`config.mk`:
```
export PLATFORM = sky130hd
export DESIGN_NAME = blk_xfer_seq
export DESIGN_NICKNAME = d
export VERILOG_FILES = /design/src/rtl/blk_xfer_pkg.sv /design/src/rtl/blk_xfer_plan.sv /design/src/rtl/blk_xfer_lowpick.sv /design/src/rtl/blk_xfer_seq.sv
export SDC_FILE = /design/constraint.sdc
export NUM_CORES = 1
export LEC_CHECK = 0
export ABC_AREA = 1
export BUFFER_PORTS_ARGS = -buffer_cell sky130_fd_sc_hd__buf_4
export CAP_MARGIN = 40
export CELL_PAD_IN_SITES_DETAIL_PLACEMENT = 1
export CELL_PAD_IN_SITES_GLOBAL_PLACEMENT = 2
export CORE_ASPECT_RATIO = 2
export CORE_MARGIN = 2
export CORE_UTILIZATION = 34
export CTS_BUF_LIST = sky130_fd_sc_hd__clkbuf_16
export DETAILED_ROUTE_END_ITERATION = 12
export HOLD_SLACK_MARGIN = 0.12
export PLACE_DENSITY_LB_ADDON = 0.1
export SYNTH_ARGS = -nofsm -noshare
export SYNTH_HDL_FRONTEND = slang
export SYNTH_SLANG_ARGS = --single-unit
```
`constraint.sdc`:
```
create_clock -name clk -period 3.4 [get_ports clk]
set_clock_uncertainty 0.05 [all_clocks]
set_input_delay 0.68 -clock clk [delete_from_list [all_inputs] [get_ports clk]]
set_output_delay 0.68 -clock clk [all_outputs]
set_load 0.02 [all_outputs]
```
`src/rtl/blk_xfer_pkg.sv`:
```
package blk_xfer_pkg;
  typedef enum logic [1:0] {
    AM_INC_AFTER  = 2'd0,
    AM_INC_BEFORE = 2'd1,
    AM_DEC_AFTER  = 2'd2,
    AM_DEC_BEFORE = 2'd3
  } addr_mode_e;
endpackage

```
`src/rtl/blk_xfer_plan.sv`:
```
// Computes the first (lowest) address and the writeback value from the set-bit count.
module blk_xfer_plan
  import blk_xfer_pkg::*;
#(
  parameter int AW = 32,
  parameter int NREG = 16,
  parameter int WBYTES = 4
) (
  input  logic [AW-1:0]   base_i,
  input  logic [NREG-1:0] mask_i,
  input  logic [1:0]      mode_i,
  output logic [AW-1:0]   first_addr_o,
  output logic [AW-1:0]   wb_addr_o
);
  localparam int CW = $clog2(NREG + 1);

  logic [CW-1:0] cnt;
  logic [AW-1:0] span;
  addr_mode_e    mode;

  always_comb begin
    cnt = '0;
    for (int i = 0; i < NREG; i++) cnt = cnt + CW'(mask_i[i]);
  end

  assign span = AW'(cnt) * AW'(WBYTES);
  assign mode = addr_mode_e'(mode_i);

  always_comb begin
    unique case (mode)
      AM_INC_AFTER: begin
        first_addr_o = base_i;
        wb_addr_o    = base_i + span;
      end
      AM_INC_BEFORE: begin
        first_addr_o = base_i + AW'(WBYTES);
        wb_addr_o    = base_i + span;
      end
      AM_DEC_AFTER: begin
        first_addr_o = base_i - span + AW'(WBYTES);
        wb_addr_o    = base_i - span;
      end
      default: begin
        first_addr_o = base_i - span;
        wb_addr_o    = base_i - span;
      end
    endcase
  end
endmodule

```
`src/rtl/blk_xfer_lowpick.sv`:
```
// Index of the lowest set bit; zero when the mask is empty.
module blk_xfer_lowpick #(
  parameter int NREG = 16,
  parameter int IDXW = $clog2(NREG)
) (
  input  logic [NREG-1:0] mask_i,
  output logic [IDXW-1:0] idx_o
);
  always_comb begin
    idx_o = '0;
    for (int i = NREG - 1; i >= 0; i--)
      if (mask_i[i]) idx_o = IDXW'(i);
  end
endmodule

```
`src/rtl/blk_xfer_seq.sv`:
```
module blk_xfer_seq #(
  parameter int AW = 32,
  parameter int NREG = 16,
  parameter int WBYTES = 4,
  parameter int IDXW = $clog2(NREG)
) (
  input  logic            clk,
  input  logic            rst_n,
  input  logic            start_i,
  input  logic            is_load_i,
  input  logic [AW-1:0]   base_i,
  input  logic [NREG-1:0] mask_i,
  input  logic [1:0]      mode_i,
  input  logic            wb_req_i,
  input  logic [IDXW-1:0] base_idx_i,
  input  logic [AW-1:0]   limit_i,
  input  logic            xfer_ready_i,
  output logic            xfer_valid_o,
  output logic [IDXW-1:0] xfer_idx_o,
  output logic [AW-1:0]   xfer_addr_o,
  output logic            xfer_load_o,
  output logic            busy_o,
  output logic            done_o,
  output logic            err_o,
  output logic            wb_en_o,
  output logic [AW-1:0]   wb_val_o,
  output logic            ovf_o
);
  logic [AW-1:0]   first_addr, wb_addr;
  logic [NREG-1:0] rem_q, rem_next;
  logic [AW-1:0]   addr_q, wb_val_q;
  logic            busy_q, done_q, err_q, wb_en_q, ovf_q;
  logic            load_q, wbreq_q, ovf_pend_q;
  logic            accept, illegal, beat, ovf_now;

  blk_xfer_plan #(.AW(AW), .NREG(NREG), .WBYTES(WBYTES)) u_plan (
    .base_i(base_i), .mask_i(mask_i), .mode_i(mode_i),
    .first_addr_o(first_addr), .wb_addr_o(wb_addr)
  );

  blk_xfer_lowpick #(.NREG(NREG), .IDXW(IDXW)) u_pick (
    .mask_i(rem_q), .idx_o(xfer_idx_o)
  );

  assign accept   = start_i && !busy_q;
  assign illegal  = wb_req_i && mask_i[base_idx_i];
  assign beat     = busy_q && xfer_ready_i;
  assign rem_next = rem_q & (rem_q - NREG'(1));
  assign ovf_now  = !is_load_i && wb_req_i && (wb_addr < limit_i);

  always_ff @(posedge clk or negedge rst_n) begin
    if (!rst_n) begin
      rem_q      <= '0;
      addr_q     <= '0;
      wb_val_q   <= '0;
      busy_q     <= 1'b0;
      done_q     <= 1'b0;
      err_q      <= 1'b0;
      wb_en_q    <= 1'b0;
      ovf_q      <= 1'b0;
      load_q     <= 1'b0;
      wbreq_q    <= 1'b0;
      ovf_pend_q <= 1'b0;
    end else begin
      done_q  <= 1'b0;
      err_q   <= 1'b0;
      wb_en_q <= 1'b0;
      ovf_q   <= 1'b0;
      if (accept) begin
        load_q <= is_load_i;
        if (illegal) begin
          done_q <= 1'b1;
          err_q  <= 1'b1;
        end else if (mask_i == '0) begin
          done_q   <= 1'b1;
          wb_en_q  <= wb_req_i;
          wb_val_q <= base_i;
          ovf_q    <= !is_load_i && wb_req_i && (base_i < limit_i);
        end else begin
          busy_q     <= 1'b1;
          rem_q      <= mask_i;
          addr_q     <= first_addr;
          wb_val_q   <= wb_addr;
          wbreq_q    <= wb_req_i;
          ovf_pend_q <= ovf_now;
        end
      end else if (beat) begin
        rem_q  <= rem_next;
        addr_q <= addr_q + AW'(WBYTES);
        if (rem_next == '0) begin
          busy_q  <= 1'b0;
          done_q  <= 1'b1;
          wb_en_q <= wbreq_q;
          ovf_q   <= ovf_pend_q;
        end
      end
    end
  end

  assign xfer_valid_o = busy_q;
  assign xfer_addr_o  = addr_q;
  assign xfer_load_o  = load_q;
  assign busy_o       = busy_q;
  assign done_o       = done_q;
  assign err_o        = err_q;
  assign wb_en_o      = wb_en_q;
  assign wb_val_o     = wb_val_q;
  assign ovf_o        = ovf_q;
endmodule

```
# Yosys cells after proc, flatten, opt, wreduce, memory -nomap -nowiden
# Index checks and enable logic that the tools add are counted.
# op_classes
n_addsub	21
n_lt_le_gt_ge	3
n_eq_ne	4
n_mux	51
bitwise	3
n_reduce_logical	18
# ops
operator	count
$mux W32	6
$add A32 B3 Y32 const B	3
$pmux W32 S3	1
$add A5 B1 Y5	14
$lt A32 B32 Y1	2
$mux W16	4
$mux W4	16
$add A32 B7 Y32	1
$logic_not A16 Y1	2
$sub A32 B7 Y32	1
$mux W1	23
$and A16 B16 Y16	1
$sub A16 B1 Y16 const B	1
$logic_and A1 B1 Y1	6
$reduce_and A3 Y1	2
$lt A4 B5 Y1 const B	1
$bmux W1 S4	1
$ne A2 B2 Y1 const B	2
$reduce_and A4 Y1	1
$reduce_bool A2 Y1	2
$add A1 B1 Y2	1
$eq A2 B1 Y1 const B	1
$eq A2 B2 Y1 const B	1
$logic_not A1 Y1	2
other kinds (4)	5
# word_totals
register_bits	88
inputBits	92

# Longest topological paths before layout
# Gate-level depths: netlist of the first run.
# depth
word_depth	21
depth_mapped	38

# By module
# A second synthesis of the first run with hierarchy kept.
# unflattened
hier_cells	2041
area_unflattened_um2	12120.4
# by_module_without_submodules
module	n_inst	cells_per_inst	area_each_um2	seq_area_each_um2
blk_xfer_seq	1	1075	6985.4	2202.1
blk_xfer_plan	1	920	4922.2	0.0
blk_xfer_lowpick	1	46	212.7	0.0

# Least setup slack after synthesis of the first run
# OpenSTA, ideal clock, no wires.
# synth_path
kind	input-to-reg
start	input mask_i[0]
end	register ovf_pend_q
setup_ns	0.118
t_arrival_ns	6.376
required_ns	3.232
slack_ns	-3.144
cell_stages	30
path_cell_list	inv_1 > ha_1 > inv_1 > fa_1 > fa_1 > fa_1 > fa_1 > fa_1 > fa_1 > xnor2_1 > ha_1 > buf_4 > inv_2 > a21oi_2 > nand2_2 > nand2_2 > nand3_1 > nor3_1 > xor2_1 > inv_1 > o21ai_0 > inv_1 > ha_1 > nand4_1 > nor3_1 > nand3_1 > a21oi_1 > a211oi_1 > nand3_1 > nand2_1
# synth_between
elab_chain_cells	19
elab_cells_between_ends	27
cone_classes	add/sub: 17; order compare: 1; mux: 3; bitwise: 2; reduce/logical: 4
# synth_lines
element	line	source
from (decl)	blk_xfer_seq.sv:12	input logic [NREG-1:0] mask_i,
$add A1 B1 Y2	blk_xfer_plan.sv:23	for (int i = 0; i < NREG; i++) cnt = cnt + CW'(mask_i[i]);
$add A5 B1 Y5 (14 in series)	blk_xfer_plan.sv:23	
$sub A32 B7 Y32 or $add A32 B7 Y32 (tied branches)	n/a	
$mux W32	n/a	
$lt A32 B32 Y1	blk_xfer_seq.sv:49	assign ovf_now = !is_load_i && wb_req_i && (wb_addr < limit_i);
$logic_and A1 B1 Y1	blk_xfer_seq.sv:49	
to (signal assigned)	blk_xfer_seq.sv:85	ovf_pend_q <= ovf_now;
to (decl)	blk_xfer_seq.sv:33	logic load_q, wbreq_q, ovf_pend_q;
# Parallel ways exist; a longest one is shown, timed or not. The select of a mux whose other input is x is not followed.
# A chain may end at the register's enable or synchronous reset.

# Final worst setup path of the first run
# layout_path
start	input mask_i[1]
end	register ovf_pend_q
# Same word-level chain as after synthesis.

==> metrics, run 1 <==
Critical Path RT=3670 ps; top_reg_cell synth=dfrtp_1; initial antenna violation count=1; Routability Congestion=0.974; min cycle time layout=6970 ps; non-filler cells, final=2755; setup ws final=-3570 ps; DP Area=15300 sq um; simple-gate share of the synthesized area=35.8%; DRT Pass-1 Iters=5; Seq cells post-synth=88; failing checks=negative setup slack; Slew HR=45.5%; unique cell type count in the Yosys netlist=49; critical path's slowest cell=fa_1; Critical Path AT=7240 ps; RSZ-0062 raised after global routing=yes; clock buffer depth=2; Chip Height=258 um; Final Setup Violations=61; Sw Ratio=50.5%; sequential cell area fraction in the yosys report=20.0%; Synth Cell Area=11000 sq um; number of global-route vias before repair=16.4k; max-slew violations=0; drt wl/cell=23.4 um; share of layout cells above drive strength 1=40.9%; root buf cell=clkbuf_16; Fmax=143 MHz; crit-path max FO=5; HPWL Detailed=44600 um; clock-pin transition on the worst setup and hold timing paths=80 ps; CP peak stage delay=550 ps; IO buf count=166; IO Count=167; Final period util=205%; largest net degree at the start of global routing=49; Final nets=2513; Placed Instances=2650; Fin Setup TNS=-163530 ps; number of DRC markers in iteration 0=846; XOR/XNOR share of the synthesized area=2.47%; Worst-Skew Late Latency=390 ps; ant diodes=0; Crit. End Element=flip-flop; Initial Utilization=34.4%; Mapped Avg Cell Area=6.14 sq um; Core Area=32000 sq um; cell internal pwr=6580 uW; mux cell area share after synthesis=0.0909%; status=complete, but fails checks; MaxCap Viol Count=0; Clock power frac=7.6%; worst vdd ir=462 uV; HP Class=input port to asynchronous set/reset pin; Hold-fix buffers, CTS=0; DRC=0; die area=33900 sq um; Power Density=737 nW/um^2; Synth warnings=0; TritonCTS clock tree=done; Detail Route Antenna Nets=0; FFs w/ async S/R, synth=100%; Total GRT Usage=34.1%; Fin. Hold Viols=0; total design power=13300 uW; Pleak=0.00890 uW; Mapped Cells=1793; Critical Setup Path Class=input port to flip-flop; Post-Synth Adder-Cell Area=11.8%; Flop pwr share=14.8%; site row count=93; type of origin of the critical path=input port; number of buffers created by CTS=9; CTS H-tree depth=3; via/cell ratio=5.65; Die Width=131 um; Routed WL=64500 um; main combinational cell family by area after synthesis=simple AND/OR/NAND/NOR gates; compound-gate portion of the synthesized area=18.9%; net switching power=6710 uW; syn nets=1982; first-pass GRT wire length=89900 um; Worst Max-Slew Pin Slew=816 ps; total gr overflow=0; clock sinks=88; Comb pwr share=77.6%; Final Instance Area=18000 sq um; Syn-to-layout area delta=63.8%; Via Count=15.6k; utilization after layout=56.3%; Post-synth EDFFs=0
final timing paths:
check | from | end | slack [ps] | cells past startpoint
max reg2reg | xfer_addr_o[2] | xfer_addr_o[30] | 500 | 11
max in group asynchronous | rst_n | rem_q[4] | 2280 | 2
min in group clk | xfer_addr_o[1] | xfer_addr_o[1] | 420 | 2
min | rst_n | err_o | 290 | 1
max | mask_i[1] | ovf_pend_q | -3570 | 31
min reg2reg | xfer_addr_o[1] | xfer_addr_o[1] | 420 | 2
state kept, by name (all words and copies together), names as in the netlist:
name         flops
wbreq_q          1
ovf_pend_q       1
wb_val_o        32
ovf_o            1
busy_o           1
done_o           1
rem_q           16
xfer_addr_o     32
err_o            1
xfer_load_o      1
wb_en_o          1
power groups by stage:
stage / combinational (uW) / clock (uW) / sequential [uW]
final: 10300 / 1010 / 1970
after global routing: 10800 / 1040 / 2030
after CTS: 8660 / 1020 / 1960
after detailed placement: 6850 / 0 / 1970
after global placement: 6660 / 0 / 1960
after floorplan: 3340 / 0 / 2280
critical path: cells and delay by family:
kind            cells  cell delay (ps)
simple gates        6              750
buf+inv             8              850
fa+ha+maj           9             3500
xor+xnor            1              270
compound gates      7             1160
stage by stage:
| step | hold slack [ps] | setup WS, ps |
|---|---|---|
| 2_1_floorplan | 334 | -2860 |
| 3_3_place_gp | 411 | -3710 |
| 3_5_place_dp | 412 | -3960 |
| 4_1_cts | 337 | -3240 |
| 5_1_grt | 328 | -3670 |
| 6_report | 286 | -3570 |
cells by family (layout without fill, tap and decap cells):
family          Yosys count  after routing
xor+xnor                 31             31
compound gates          362            362
fa+ha+maj                97             97
simple gates            904            904
buf+inv                 310            845
flops                    88             88
mux                       1              1
cells in the mapped netlist, types with 3 or more instances:
library cell,instances,area (sq um)
clkbuf_1,45,169
nand3_2,3,30.0
nor4_1,9,56.3
o21bai_1,5,37.5
o21a_1,5,37.5
nor2_1,161,604
nand4_1,35,219
a22oi_1,5,37.5
nand2_1,480,1800
inv_2,5,18.8
xor2_1,24,210
buf_1,3,11.3
inv_1,235,882
nand3_1,136,681
nor3_1,33,165
a211oi_1,5,37.5
a21oi_2,4,35.0
nor2_2,14,87.6
o21ai_0,111,556
o22ai_1,7,43.8
o221ai_1,24,210
nand2_2,11,68.8
dfrtp_1,88,2200
o21ai_1,12,60.1
buf_2,15,75.1
fa_1,12,240
ha_1,85,1060
xnor2_1,7,61.3
buf_4,4,30.0
o211ai_1,26,195
or2_2,3,18.8
a21oi_1,140,701
a31oi_1,10,62.6
nor2_4,10,113
and2_1,3,18.8
cell type report:
cell class / count / area, sq um
fillers: 4150 / 14000
inverters: 242 / 948
well taps: 427 / 534
clock inverters: 6 / 38.8
clock buffers: 9 / 225
multi-input cells: 1395 / 9330
repair buffers: 588 / 4750
flip-flops and latches: 88 / 2200
what timing repair did:
item,4_1_cts,5_1_grt
endpoints found under the setup margin,61,61
pin swaps,106,102
cloned,0,0
buffers inserted,65,37
gates resized for setup,281,164
per-layer routing:
| layer | part of all wire (%) | global-route usage [%] |
|---|---|---|
| met5 | 0 | 0 |
| met4 | 8.1 | 24.8 |
| met3 | 4.4 | 4.13 |
| met2 | 53 | 65.5 |
| met1 | 35 | 33.3 |
placed cells by master, fill, tap and decap left out, types with 30 or more instances in the layout:
cell,Yosys,layout
a21oi_1,140,111
buf_4,4,517
buf_6,1,62
dfrtp_1,88,88
ha_1,85,73
inv_1,235,214
nand2_1,480,399
nand2_2,11,62
nand3_1,136,93
nand3_2,3,30
nand4_1,35,35
nor2_1,161,137
o21ai_0,111,70
(Power assumes the default switching activity.)
==> inputs of run 2 (changes only) <==
Settings changed: CTS_BUF_LIST sky130_fd_sc_hd__clkbuf_16 to sky130_fd_sc_hd__clkbuf_4 sky130_fd_sc_hd__clkbuf_8.
==> run 2 against run 1 <==
Net effect: the run still ends with negative setup slack left; critical endpoint unchanged; sequential share of layout area about the same; critical path depth shrank 1; critical path type unchanged; power is 2.1% lower; global-route usage down 0.073 points; maximum frequency down 0.25%; sequential cell count unchanged; non-clock buffer count rose by 7; first-iteration DRC count increased by 3.1%; combinational power hardly changed; largest power group unchanged; via count up 1.3%.
==> metrics, run 2 (synthesis gave the netlist of run 1 again) <==
Final nets=2520; Crit. End Element=flip-flop; root buf cell=clkbuf_8; TritonCTS clock tree=done; Final Setup Violations=61; Critical Path AT=7310 ps; HPWL Detailed=44600 um; clock-pin transition on the worst setup and hold timing paths=110 ps; Fin. Hold Viols=0; CP peak stage delay=560 ps; Clock power frac=5.8%; CP dominant cell by count=fa_1; Syn-to-layout area delta=63.9%; min cycle time layout=6990 ps; worst vdd ir=472 uV; largest net degree at the start of global routing=49; commonest non-fill, non-tap cell in the layout=buf_4; Buf+Inv Stages, Crit Path=7; CP delay by family, top=adder cells; site row count=93; Detail Route Antenna Nets=0; Power Density=721 nW/um^2; Routability Congestion=0.974; first-pass GRT wire length=89600 um; number of DRC markers in iteration 0=872; worst r2r src=xfer_addr_o[2]; total design power=13000 uW; share of layout cells above drive strength 1=41.0%; DRC=0; crit-path max FO=5; total gr overflow=0; # fillers=4161; Critical Path RT=3720 ps; Initial Utilization=34.4%; Hold-fix buffers, CTS=0; Fmax=143 MHz; Critical Setup Path Class=input port to flip-flop; Chip Height=258 um; initial antenna violation count=1; worst setup path startpoint=mask_i[1]; most frequent cells in the layout=buf_4 (522), nand2_1 (395), inv_1 (214); IO buf count=166; MaxCap Viol Count=0; Pleak=0.00894 uW; via/cell ratio=5.71; status=complete, but fails checks; Worst Max-Slew Pin Slew=806 ps; max-slew violations=0; Flop pwr share=15.2%; Die Width=131 um; net switching power=6690 uW; IO Count=167; number of buffers created by CTS=9; Total GRT Usage=34.1%; worst hold slack=239 ps; CTS H-tree depth=3; failing checks=negative setup slack; Sw Ratio=51.4%; Comb pwr share=79.0%; drt wl/cell=24.1 um; cell internal pwr=6320 uW; RSZ-0062 raised after global routing=yes; Final period util=206%; critical path's slowest cell=fa_1; Core Area=32000 sq um; setup ws final=-3590 ps; clock buffer depth=2; Worst-Skew Late Latency=440 ps; DRT Pass-1 Iters=10; type of origin of the critical path=input port; die area=33900 sq um; Routed WL=66500 um; Slew HR=46.2%; Via Count=15.8k; HP Class=input port to asynchronous set/reset pin; Fin Setup TNS=-160070 ps; clock sinks=88; number of global-route vias before repair=16.3k
[run 2: cell types whose count changed in the layout (fill, tap and decap cells not counted), sizes merged]
| cell | before | now |
|---|---|---|
| diode | 0 | 1 |
| inv | 241 | 240 |
| clkbuf | 9 | 10 |
| buf | 588 | 595 |
[run 2: per-layer routing]
layer  share of wire (%)  routed length [um]  up-vias  track usage [%]
met1                  34               22600     7641             33.7
met5                   0                   0        -                0
met2                  51               34200      791             65.9
met4                 9.1                6080        0             24.5
met3                 5.4                3620      335             2.93
li1                    -                   -     7008                -
[run 2: path summary, 6_finish.rpt]
check | cells after the start | end | slack, ps
max | 30 | ovf_pend_q | -3590
min | 1 | err_o | 240
max reg2reg | 11 | xfer_addr_o[30] | 410
min reg2reg | 2 | xfer_addr_o[1] | 430
max in group asynchronous | 2 | xfer_addr_o[27] | 2330
min in group clk | 3 | xfer_addr_o[1] | 420
[run 2: repair_timing]
| action | in CTS | in global routing |
|---|---|---|
| endpoints found under the setup margin | 61 | 61 |
| gates resized for setup | 286 | 172 |
| pin swaps | 109 | 104 |
| setup buffers | 62 | 49 |
[run 2: final cells by class]
| type | instances | area, sq um | area share (%) |
|---|---|---|---|
| Inverter | 242 | 943 | 5.23 |
| Tap cell | 427 | 534 | 2.96 |
| Sequential cell | 88 | 2200 | 12.2 |
| Clock buffer | 10 | 131 | 0.728 |
| Timing Repair Buffer | 595 | 4810 | 26.6 |
| Multi-Input combinational cell | 1395 | 9390 | 52.0 |
| Clock inverter | 5 | 35.0 | 0.194 |
| Antenna cell | 1 | 2.50 | 0.0139 |
[run 2: power by group through the flow]
stage                     clock network [uW]  registers, uW  logic, uW
after global placement                     0           1960       6660
after floorplan                            0           2280       3340
after global routing                     791           2030      10800
after CTS                                771           1960       8660
after detailed placement                   0           1970       6850
final                                    755           1980      10300
[run 2: worst reg2reg max path, delay by kind of cell (launching register included)]
kind            cells  cell delay, ps
simple gates        7            1640
fa+ha+maj           1             340
compound gates      3             380
flops               1             490
[run 2: metrics by stage]
step / area, sq um / std cells / worst slack (ps) / util, %
floorplan: 11200 / 1793 / -2860 / -
global placement: 15300 / 2650 / -3710 / 47.9
detailed placement: 15300 / 2650 / -3960 / 47.9
CTS: 17000 / 2722 / -3160 / 53.1
global route: 18000 / 2763 / -3720 / 56.4
finish: 18000 / 2763 / -3590 / 56.4
